<file path="src/rtl/hdrv_pkg.sv">
package hdrv_pkg;

    parameter int TICKS_PER_BIT  = 4;
    parameter int WIDE_BITS      = 357;
    parameter int NARROW_BITS    = 268;

    typedef struct packed {
        logic        active;
        logic        parity;
        logic        wide;
        logic        right;
        logic [10:0] tick;
    } line_state_t;

    typedef struct packed {
        logic hst;
        logic hck1;
        logic in_line;
        logic [1:0] phase;
    } hdrive_t;

    function automatic int odd_offset(input int tpb);
        return tpb + tpb / 2;
    endfunction

    function automatic int line_ticks(input logic wide, input logic parity,
                                      input int tpb, input int nw, input int nn);
        int off;
        off = parity ? odd_offset(tpb) : 0;
        return off + 1 + (wide ? nw : nn) * tpb;
    endfunction

    function automatic logic [1:0] strobe_phase(input int idx, input logic right);
        if (idx == 0)      return 2'd0;
        else if (idx == 1) return right ? 2'd1 : 2'd2;
        else               return right ? 2'd2 : 2'd1;
    endfunction

endpackage

</file>
<file path="src/rtl/hdrv_line_seq.sv">
module hdrv_line_seq
    import hdrv_pkg::*;
#(
    parameter int TPB = TICKS_PER_BIT,
    parameter int NW  = WIDE_BITS,
    parameter int NN  = NARROW_BITS
) (
    input  logic        clk,
    input  logic        rst,
    input  logic        line_start,
    input  logic        frame_start,
    input  logic        wide_in,
    input  logic        right_in,
    output line_state_t st
);
    line_state_t st_q;
    logic [10:0] last_tick;

    always_comb begin
        last_tick = 11'(line_ticks(st_q.wide, st_q.parity, TPB, NW, NN) - 1);
    end

    always_ff @(posedge clk) begin
        if (rst) begin
            st_q.active <= 1'b0;
            st_q.parity <= 1'b0;
            st_q.wide   <= 1'b1;
            st_q.right  <= 1'b1;
            st_q.tick   <= '0;
        end else if (line_start) begin
            st_q.active <= 1'b1;
            st_q.parity <= frame_start ? 1'b0 : ~st_q.parity;
            st_q.wide   <= wide_in;
            st_q.right  <= right_in;
            st_q.tick   <= '0;
        end else if (st_q.active) begin
            if (st_q.tick == last_tick) begin
                st_q.active <= 1'b0;
            end else begin
                st_q.tick <= st_q.tick + 11'd1;
            end
        end
    end

    assign st = st_q;
endmodule

</file>
<file path="src/rtl/hdrv_clk_gen.sv">
module hdrv_clk_gen
    import hdrv_pkg::*;
#(
    parameter int TPB = TICKS_PER_BIT,
    parameter int NW  = WIDE_BITS,
    parameter int NN  = NARROW_BITS
) (
    input  line_state_t st,
    output hdrive_t     drv
);
    localparam int OFF_ODD = odd_offset(TPB);
    localparam int PH_W    = $clog2(TPB);

    logic [10:0] off;
    logic [10:0] h0;
    logic [10:0] h_end;
    logic [10:0] rel;

    always_comb begin
        off   = st.parity ? 11'(OFF_ODD) : 11'd0;
        h0    = off + 11'd1;
        h_end = 11'(line_ticks(st.wide, st.parity, TPB, NW, NN));
        rel   = st.tick - h0;
        drv.hst     = st.active && (st.tick >= off) && (st.tick < off + 11'(TPB));
        drv.in_line = st.active && (st.tick >= h0) && (st.tick < h_end);
        drv.phase   = 2'(rel[PH_W-1:0]);
        drv.hck1    = drv.in_line && (32'(rel[PH_W-1:0]) < TPB / 2);
    end
endmodule

</file>
<file path="src/rtl/hdrv_strobe_gen.sv">
module hdrv_strobe_gen
    import hdrv_pkg::*;
#(
    parameter int N_STROBE = 3
) (
    input  logic                in_line,
    input  logic [1:0]          phase,
    input  logic                right,
    output logic [N_STROBE-1:0] strobe
);
    for (genvar i = 0; i < N_STROBE; i++) begin : g_strobe
        assign strobe[i] = in_line && (phase == strobe_phase(i, right));
    end
endmodule

</file>
<file path="src/rtl/hdrv_timing_top.sv">
module hdrv_timing_top
    import hdrv_pkg::*;
#(
    parameter int TPB = TICKS_PER_BIT,
    parameter int NW  = WIDE_BITS,
    parameter int NN  = NARROW_BITS
) (
    input  logic clk,
    input  logic rst,
    input  logic line_start,
    input  logic frame_start,
    input  logic wide_in,
    input  logic right_in,
    output logic hst,
    output logic hck1,
    output logic hck2,
    output logic sh_ck1,
    output logic sh_ck2,
    output logic sh_ck3,
    output logic pol,
    output logic wid_o,
    output logic rgt_o
);
    line_state_t st;
    hdrive_t     drv;
    logic [2:0]  strobes;

    hdrv_line_seq #(.TPB(TPB), .NW(NW), .NN(NN)) i_seq (
        .clk(clk), .rst(rst), .line_start(line_start), .frame_start(frame_start),
        .wide_in(wide_in), .right_in(right_in), .st(st)
    );

    hdrv_clk_gen #(.TPB(TPB), .NW(NW), .NN(NN)) i_clk (
        .st(st), .drv(drv)
    );

    hdrv_strobe_gen #(.N_STROBE(3)) i_stb (
        .in_line(drv.in_line), .phase(drv.phase), .right(st.right), .strobe(strobes)
    );

    assign hst    = drv.hst;
    assign hck1   = drv.hck1;
    assign hck2   = ~drv.hck1;
    assign sh_ck1 = strobes[0];
    assign sh_ck2 = strobes[1];
    assign sh_ck3 = strobes[2];
    assign pol    = st.parity;
    assign wid_o  = st.wide;
    assign rgt_o  = st.right;
endmodule

</file>
<file path="config.mk">
export PLATFORM = sky130hd
export DESIGN_NAME = hdrv_timing_top
export DESIGN_NICKNAME = d
export VERILOG_FILES = /design/src/rtl/hdrv_pkg.sv /design/src/rtl/hdrv_line_seq.sv /design/src/rtl/hdrv_clk_gen.sv /design/src/rtl/hdrv_strobe_gen.sv /design/src/rtl/hdrv_timing_top.sv
export SDC_FILE = /design/constraint.sdc
export NUM_CORES = 1
export LEC_CHECK = 0
export BUFFER_PORTS_ARGS = -buffer_cell sky130_fd_sc_hd__buf_2
export CORE_MARGIN = 5
export CORE_UTILIZATION = 51
export DETAILED_ROUTE_END_ITERATION = 12
export PLACE_DENSITY = 0.78
export SETUP_SLACK_MARGIN = 0.3
export SYNTH_ARGS = -nofsm -noshare
export SYNTH_HDL_FRONTEND = slang
export SYNTH_SLANG_ARGS = --single-unit
</file>
<file path="constraint.sdc">
create_clock -name clk -period 2.16 [get_ports clk]
set_clock_uncertainty 0.1 [all_clocks]
set_input_delay 0.108 -clock clk [delete_from_list [all_inputs] [get_ports clk]]
set_output_delay 0.108 -clock clk [all_outputs]
set_load 0.02 [all_outputs]
</file>
==> results of run 1 <==
[power by group]
| part | internal (mW) | leakage (nW) | switching, mW |
|---|---|---|---|
| Sequential | 0.282 | 0.123 | 0.0125 |
| Clock | 0.0720 | 0.0150 | 0.0990 |
| Combinational | 0.0885 | 0.592 | 0.111 |
| Total | 0.442 | 0.731 | 0.222 |
[layer usage]
layer | wire (um) | up-vias | part of all wire | global-route usage
met1 | 1810 | 620 | 0.37 | 0.2874
met5 | 0 | - | 0 | 0
li1 | - | 571 | - | -
met3 | 370 | 29 | 0.076 | 0.05882
met2 | 2427 | 98 | 0.50 | 0.4452
met4 | 266 | 0 | 0.055 | 0.1457
[kinds of logic (layout without fill, tap and decap cells)]
| logic type | after synthesis | count (layout) | synth area share |
|---|---|---|---|
| muxes | 1 | 1 | 0.008677 |
| xor gates and xnor gates | 5 | 5 | 0.05423 |
| adders and majority gates | 17 | 17 | 0.1844 |
| and+or+nand+nor | 51 | 51 | 0.2419 |
| buffers and inverters | 17 | 59 | 0.06941 |
| AOI/OAI and AO/OA | 29 | 29 | 0.1811 |
| DFF | 15 | 15 | 0.2603 |
[layout by cell type (no fill, tap or decap), drive strengths merged, types with 3 or more instances in the layout]
cell         count
nand2            9
ha              17
a21oi           10
or3              5
nor3             7
dlygate4sd3      3
dfxtp           15
inv             14
buf             38
nand3            8
xnor2            4
clkbuf           4
o21ai            5
nor2            10
[layout make-up]
cell class | count | area (um2) | area share
multi-input combinational | 103 | 1062 | 0.5787
timing repair buffer | 41 | 337.8 | 0.1840
sequential | 15 | 309.0 | 0.1684
inverter | 14 | 65.06 | 0.03545
tap | 28 | 35.03 | 0.01909
clock buffer | 4 | 26.28 | 0.01431
[final timing paths]
| kind | startpoint | endpoint | depth (start not counted) |
|---|---|---|---|
| worst max-delay path | i_seq.st[13] | sh_ck3 | 8 |
| worst min-delay path | line_start | i_seq.st[12] | 2 |
| worst max register to register | i_seq.st[12] | i_seq.st[5] | 9 |
| worst min register to register | i_seq.st[7] | i_seq.st[7] | 2 |
[stage by stage]
step	worst slack, ps	utilization
after floorplan	193.1	-
after global placement	75.97	0.6528
after detailed placement	-5.289	0.6528
after CTS	-71.11	0.7881
after global routing	-248.1	0.8378
final	-194.5	0.8378
[timing repair]
action,CTS,global route
setup endpoints to repair,14,14
hold buffers,3,0
buffers inserted,11,5
resized for setup,38,17
pin swaps,13,18
hold endpoints to repair,4,0
==> metrics.cfg, run 1 <==
[status]
outcome=finished with violations
failed_checks=negative setup slack

[synth]
ys_ff_latch=15
ys_types=38
synth.cells.most_frequent=sky130_fd_sc_hd__ha_1 (17), sky130_fd_sc_hd__dfxtp_1 (15), sky130_fd_sc_hd__inv_1 (14)
synth_most_common_cell=sky130_fd_sc_hd__ha_1
yosysTopAreaCellShare=0.2603
postSynthNetCount=158
netlist.top_cell.by_area=sky130_fd_sc_hd__dfxtp_1
synth_top_flop_cell=sky130_fd_sc_hd__dfxtp_1
synth-edff-count=0
synth_area_um2=1154
yosys_warnings=0
netlist_instances=135
mean_cell_area_of_the_mapped_netlist_um2=8.545
synth_async_sr_flop_share=0
synth_sequential_area_ratio=0.2603
post_synth_main_area_contributors=sky130_fd_sc_hd__dfxtp_1 (26%), sky130_fd_sc_hd__ha_1 (18%), sky130_fd_sc_hd__inv_1 (4.6%)

[power]
cellLeakagePower_nw=0.7307
peakVddDrop_uv=357.9
power.density_cell_area_nw_per_um2=361.9
tot_pwr_mw=0.6642

[cts]
clockBufferDepth=2
numCtsBuffers=3
clkTransAtPathRegs_ps=100
cts_tree=yes
numClockSinks=15
h-tree-depth=1
clock_insertion_delay_worst_skew_ps=300
clock-root-buffer=sky130_fd_sc_hd__clkbuf_4

[place]
dp.cells=182
port_bufs=14
gp_congestion=0.7973
place_hpwl_um=2261
dpl-instance-area_um2=1430

[layout]
area.growth.synth_to_final_pct=59.11
n_antenna_cell=0
fin_nets=201
stdcell_count=205
layout-drive-gt1-share=0.5028
final_design_area_no_fill_um2=1836
final.fill_count=103
largest_register_ffs=15

[drt]
drc=0
drtPass1Iterations=5
routed_wl_um=4875
route.vias.total=1318
antenna_left=0
first_iter_violations=99
route.detailed.vias_per_inst=6.429
drt-wirelength-per-cell_um=23.78

[floorplanning]
floorplan.core_area_um2=2191
chipWidth_um=57.56
die-height_um=57.56
num_io_pins=15
number_of_placement_rows=17
initial_utilization=0.5266
dieArea_um2=3313

[timing]
totalNegativeSetupSlack_ps=-1057
setup_repair_after_global_routing_missed_its_margin=true
period_share=1.090
hold_violations=0
layout_setup_ws_ps=-194.5
drv_slew=0
timing.max_slew.rel_slack=0.6707
setup_viol_count_final=10
least_margin_pin_slew_ps=489.5
fmax_mhz=424.7
layout_min_cycle_time_ps=2354
final.hold.worst_slack_ps=33.76

[worst_hold_path]
min-delay-path-class=input pin to flip-flop

[worst_setup_path]
worst-path-max-fanout=5
worst_path_dominant_cell_family=adder cells
critPathArrivalTime_ps=2150
critical_path.startpoint_type=flip-flop
crit_type=flip-flop to primary output
timing.reg2reg.setup_slack_ps=-70
cp_slowest_stage_delay_ps=400
crit_path_top_delay_cell=sky130_fd_sc_hd__dfxtp_4
worst-endpoint-required_ps=1950
crit_path_cell_trace=inv_6 -> ha_4 -> ha_4 -> a211oi_2 -> o2111a_2 -> nand2b_4 -> nor3_4 -> buf_6
cpMostUsedCell=sky130_fd_sc_hd__ha_4
cp_num_buf_inv=2
crit_path_end_kind=primary output

[global_route]
grt_pass1_wl_um=6610
maximum_number_of_pins_on_one_net_before_global_route_repair=10
globalRouteOverflowTotal=0
vias_in_the_first_global_route=1328
antenna_found_initial=0
gr-usage-all-layers=0.2578

[flow_run]
maxCapViolations=0

Note: power is estimated with default switching activity, not from simulation.
==> run 2, diff against run 1 <==
- CAP_MARGIN: not set -> 25
- SETUP_SLACK_MARGIN: 0.3 -> 0.2
==> run 2 against run 1 <==
Effect of this change:
- the flow still finishes with violations (negative setup slack)
- critical path depth is 1 lower
- fmax is 2.4% higher
- via count is 9.6% lower
- highest routed layer unchanged
- final cell count is 2.0% lower
- wire length is 21% lower
- flip-flop and latch count stayed put
- worst setup slack better by 55 ps
==> metrics.cfg, run 2 (synthesized netlist as in run 1, its figures left out) <==
[floorplanning]
floorplan.core_area_um2=2191
die-height_um=57.56
number_of_placement_rows=17
dieArea_um2=3313
chipWidth_um=57.56
num_io_pins=15
initial_utilization=0.5266

[timing]
hold_violations=0
layout_setup_ws_ps=-139.8
period_share=1.065
timing.max_slew.rel_slack=0.6842
setup_viol_count_final=5
fmax_mhz=434.8
least_margin_pin_slew_ps=473.1
setup_repair_after_global_routing_missed_its_margin=true
drv_slew=0
layout_min_cycle_time_ps=2300

[power]
power.density_cell_area_nw_per_um2=354.5
peakVddDrop_uv=389.0
power.switching_mw=0.1992
internal_power_mw=0.4400
comb_power_share=0.286
power_frac_clock=0.259
switching_share=0.3116
cellLeakagePower_nw=0.6982
share_seq_of_total_power=0.455
tot_pwr_mw=0.6392

[worst_setup_path]
cp_slowest_stage_delay_ps=390
worst-endpoint-required_ps=1950
worst_path_dominant_cell_family=compound AO/OA/AOI/OAI gates
cp_num_buf_inv=2
critPathArrivalTime_ps=2090
critical_path.startpoint_type=flip-flop
timing.reg2reg.setup_slack_ps=60
crit_type=flip-flop to primary output
crit_path_end_kind=primary output
crit_path_cell_trace=inv_6 -> ha_4 -> a211o_1 -> a21oi_4 -> nand2_2 -> or3_4 -> buf_6
crit_path_top_delay_cell=sky130_fd_sc_hd__or3_4
worst-path-max-fanout=4

[status]
failed_checks=negative setup slack
outcome=finished with violations

[drt]
route.vias.total=1191
route.detailed.vias_per_inst=5.925
drt-wirelength-per-cell_um=19.06
routed_wl_um=3831
first_iter_violations=59
antenna_left=0
drtPass1Iterations=4
drc=0

[cts]
clock_insertion_delay_worst_skew_ps=280
h-tree-depth=1
numClockSinks=15
clock-root-buffer=sky130_fd_sc_hd__clkbuf_4
cts_tree=yes
clkTransAtPathRegs_ps=90
numCtsBuffers=3
clockBufferDepth=2

[layout]
mostFrequentLayoutCell=sky130_fd_sc_hd__buf_4
layout-drive-gt1-share=0.4971
largest_register_ffs=15
register_area_um2=311.5
most_frequent_cells_in_the_layout=sky130_fd_sc_hd__buf_4 (13), sky130_fd_sc_hd__buf_6 (11), sky130_fd_sc_hd__inv_1 (10), sky130_fd_sc_hd__nor2_1 (10), sky130_fd_sc_hd__dfxtp_1 (10)
postLayoutCoreUtil=0.8230
fin_nets=197
area.growth.synth_to_final_pct=56.29
final.fill_count=122
n_antenna_cell=0
area_of_the_multi_input_gates_um2=1056

[global_route]
antenna_found_initial=0
grt_pass1_wl_um=5968
vias_in_the_first_global_route=1240
globalRouteOverflowTotal=0
maximum_number_of_pins_on_one_net_before_global_route_repair=10
gr-usage-all-layers=0.2335

[flow_run]
maxCapViolations=0

[place]
port_bufs=14
gp_congestion=0.8757
place_hpwl_um=2432

[worst_hold_path]
min-delay-path-class=input pin to flip-flop

## run 2: worst register-to-register path: stages, from the launching register on
cell	delay, ps
sky130_fd_sc_hd__dfxtp_4	380
sky130_fd_sc_hd__inv_6	50
sky130_fd_sc_hd__ha_4	260
sky130_fd_sc_hd__inv_2	40
sky130_fd_sc_hd__ha_4	250
sky130_fd_sc_hd__nand4_1	130
sky130_fd_sc_hd__o41ai_4	80
sky130_fd_sc_hd__buf_6	160
sky130_fd_sc_hd__or3_2	440
sky130_fd_sc_hd__a21oi_1	140
## run 2: final timing paths
check	from	to	cells after the start
worst max register to register	i_seq.st[12]	i_seq.st[3]	9
worst min register to register	i_seq.st[3]	i_seq.st[3]	2
worst max-delay path	i_seq.st[12]	hck2	7
worst min-delay path	line_start	i_seq.st[12]	2
## run 2: per-stage QoR
stage | area, um2 | cells | hold slack, ps | worst slack, ps | TNS [ps]
after floorplan | 1227 | 135 | 70.70 | 186.6 | 0
after global placement | 1380 | 184 | 224.3 | 81.71 | 0
after detailed placement | 1380 | 184 | 224.0 | 16.55 | 0
after CTS | 1657 | 197 | 3.579 | -92.49 | -295.2
after global routing | 1803 | 201 | 12.75 | -184.2 | -998.8
final | 1803 | 201 | 5.888 | -139.8 | -547.6
## run 2: cell type report
| class | instances | share of cell area |
|---|---|---|
| Clock buffer | 4 | 0.01457 |
| Inverter | 14 | 0.03470 |
| Multi-Input combinational cell | 103 | 0.5857 |
| Sequential cell | 15 | 0.1728 |
| Tap cell | 28 | 0.01943 |
| Timing Repair Buffer | 37 | 0.1728 |
## run 2: timing repair
action / CTS / global route
pin swaps: 16 / 21
setup buffers: 6 / 4
hold buffers: 3 / 0
gates resized for setup: 38 / 26
hold endpoints to repair: 4 / 0
endpoints found under the setup margin: 13 / 14
## run 2: power groups by stage
| stage | combinational [mW] | clock [mW] | sequential [mW] |
|---|---|---|---|
| after global placement | 0.113 | 0 | 0.295 |
| after global routing | 0.196 | 0.178 | 0.292 |
| final | 0.183 | 0.165 | 0.291 |
| after detailed placement | 0.118 | 0 | 0.295 |
| after floorplan | 0.0733 | 0 | 0.301 |
| after CTS | 0.156 | 0.165 | 0.290 |
## run 2: routing by layer
| layer | part of all wire | track usage | wire length (um) |
|---|---|---|---|
| met1 | 0.41 | 0.2873 | 1573 |
| met2 | 0.53 | 0.4097 | 2036 |
| met3 | 0.030 | 0.02715 | 115 |
| met4 | 0.028 | 0.09272 | 106 |
| met5 | 0 | 0 | 0 |
==> run 3, diff against run 2 <==
- RECOVER_POWER: not set -> 100
==> run 3 against run 2 <==
Effect of this change:
- the flow still finishes with violations (negative setup slack)
- first-iteration DRC count did not move
- sequential share of layout area barely moved
- critical path depth did not move
==> metrics.cfg, run 3 (synthesized netlist as in run 1, its figures left out) <==
[worst_setup_path]
worst-endpoint-required_ps=1950
crit_type=flip-flop to primary output
crit_path_end_kind=primary output
critPathArrivalTime_ps=2090
timing.reg2reg.setup_slack_ps=60
critical_path.startpoint_type=flip-flop
worst-path-max-fanout=4

[timing]
setup_repair_after_global_routing_missed_its_margin=true
fmax_mhz=434.8
totalNegativeSetupSlack_ps=-554.0
layout_min_cycle_time_ps=2300
setup_viol_count_final=5
hold_violations=0
period_share=1.065
layout_setup_ws_ps=-139.8
final.hold.worst_slack_ps=5.040
least_margin_pin_slew_ps=470.5
drv_slew=0
timing.max_slew.rel_slack=0.6859

[floorplanning]
dieArea_um2=3313
num_io_pins=15
chipWidth_um=57.56
die-height_um=57.56
floorplan.core_area_um2=2191
number_of_placement_rows=17
initial_utilization=0.5266

[drt]
routed_wl_um=3830
drtPass1Iterations=4
route.detailed.vias_per_inst=5.896
first_iter_violations=59
drt-wirelength-per-cell_um=19.05
drc=0
antenna_left=0
route.vias.total=1185

[layout]
mostFrequentLayoutCell=sky130_fd_sc_hd__buf_4
stdcell_count=201
final_design_area_no_fill_um2=1802
largest_register_ffs=15
area.growth.synth_to_final_pct=56.18
fin_nets=197
final.fill_count=122
n_antenna_cell=0
layout-drive-gt1-share=0.4913
most_frequent_cells_in_the_layout=sky130_fd_sc_hd__buf_4 (13), sky130_fd_sc_hd__buf_6 (11), sky130_fd_sc_hd__inv_1 (10), sky130_fd_sc_hd__nor2_1 (10), sky130_fd_sc_hd__dfxtp_1 (10)

[global_route]
gr-usage-all-layers=0.2335
vias_in_the_first_global_route=1240
grt_pass1_wl_um=5968
globalRouteOverflowTotal=0
antenna_found_initial=0
maximum_number_of_pins_on_one_net_before_global_route_repair=10

[power]
peakVddDrop_uv=389.1
comb_power_share=0.286
internal_power_mw=0.4398
power_frac_clock=0.259
tot_pwr_mw=0.6390
power.density_cell_area_nw_per_um2=354.6
share_seq_of_total_power=0.455
switching_share=0.3118
power.switching_mw=0.1992
cellLeakagePower_nw=0.6954

[cts]
numCtsBuffers=3
h-tree-depth=1
cts_tree=yes
clock_insertion_delay_worst_skew_ps=280
clkTransAtPathRegs_ps=90
numClockSinks=15
clock-root-buffer=sky130_fd_sc_hd__clkbuf_4
clockBufferDepth=2

[place]
dpl-instance-area_um2=1380
gp_congestion=0.8757
port_bufs=14
dp.cells=184
place_hpwl_um=2432

[worst_hold_path]
min-delay-path-class=input pin to flip-flop

[status]
outcome=finished with violations
failed_checks=negative setup slack

[flow_run]
maxCapViolations=0

==> run 3: worst paths after layout <==
kind	from	endpoint	depth (start not counted)
max	i_seq.st[12]	hck2	7
max reg2reg	i_seq.st[12]	i_seq.st[3]	9
min	line_start	i_seq.st[12]	2
min reg2reg	i_seq.st[3]	i_seq.st[3]	2
==> run 3: timing repair <==
| item | CTS | global route |
|---|---|---|
| setup buffers | 6 | 4 |
| hold buffers | 3 | 0 |
| setup endpoints to repair | 13 | 14 |
| resized for setup | 38 | 26 |
| endpoints found under the hold margin | 4 | 0 |
| pin swaps | 16 | 21 |
==> run 3: final cells by class <==
cell class                      count  area [um2]  area share
Multi-Input combinational cell    103        1056      0.5861
Sequential cell                    15       311.5      0.1729
Timing Repair Buffer               37       310.3      0.1722
Clock buffer                        4       26.28     0.01458
Inverter                           14       62.56     0.03472
Tap cell                           28       35.03     0.01944
==> run 3: through the flow <==
step / worst slack (ps) / utilization
detailed placement: 16.55 / 0.6299
global placement: 81.71 / 0.6299
global route: -184.2 / 0.8224
CTS: -92.49 / 0.7561
floorplan: 186.6 / -
finish: -139.8 / 0.8224
==> run 3: power groups by stage <==
stage	combinational, mW	clock (mW)	sequential, mW
after global routing	0.195	0.178	0.292
final	0.183	0.165	0.291
after detailed placement	0.118	0	0.295
after CTS	0.156	0.165	0.290
after global placement	0.113	0	0.295
after floorplan	0.0733	0	0.301
==> run 3: per-layer routing <==
metal  track usage  vias to the layer above  part of all wire
met4       0.09272                        0             0.027
met1        0.2873                      576              0.41
met3       0.02715                       12             0.031
met5             0                        -                 0
li1              -                      568                 -
met2        0.4097                       29              0.53
==> run 3: worst max-delay path, cell delays in order, from the launching register on <==
cell	delay, ps
sky130_fd_sc_hd__dfxtp_4	380
sky130_fd_sc_hd__inv_6	50
sky130_fd_sc_hd__ha_4	220
sky130_fd_sc_hd__a211o_1	340
sky130_fd_sc_hd__a21oi_4	190
sky130_fd_sc_hd__nand2_2	90
sky130_fd_sc_hd__or3_4	390
sky130_fd_sc_hd__buf_6	140
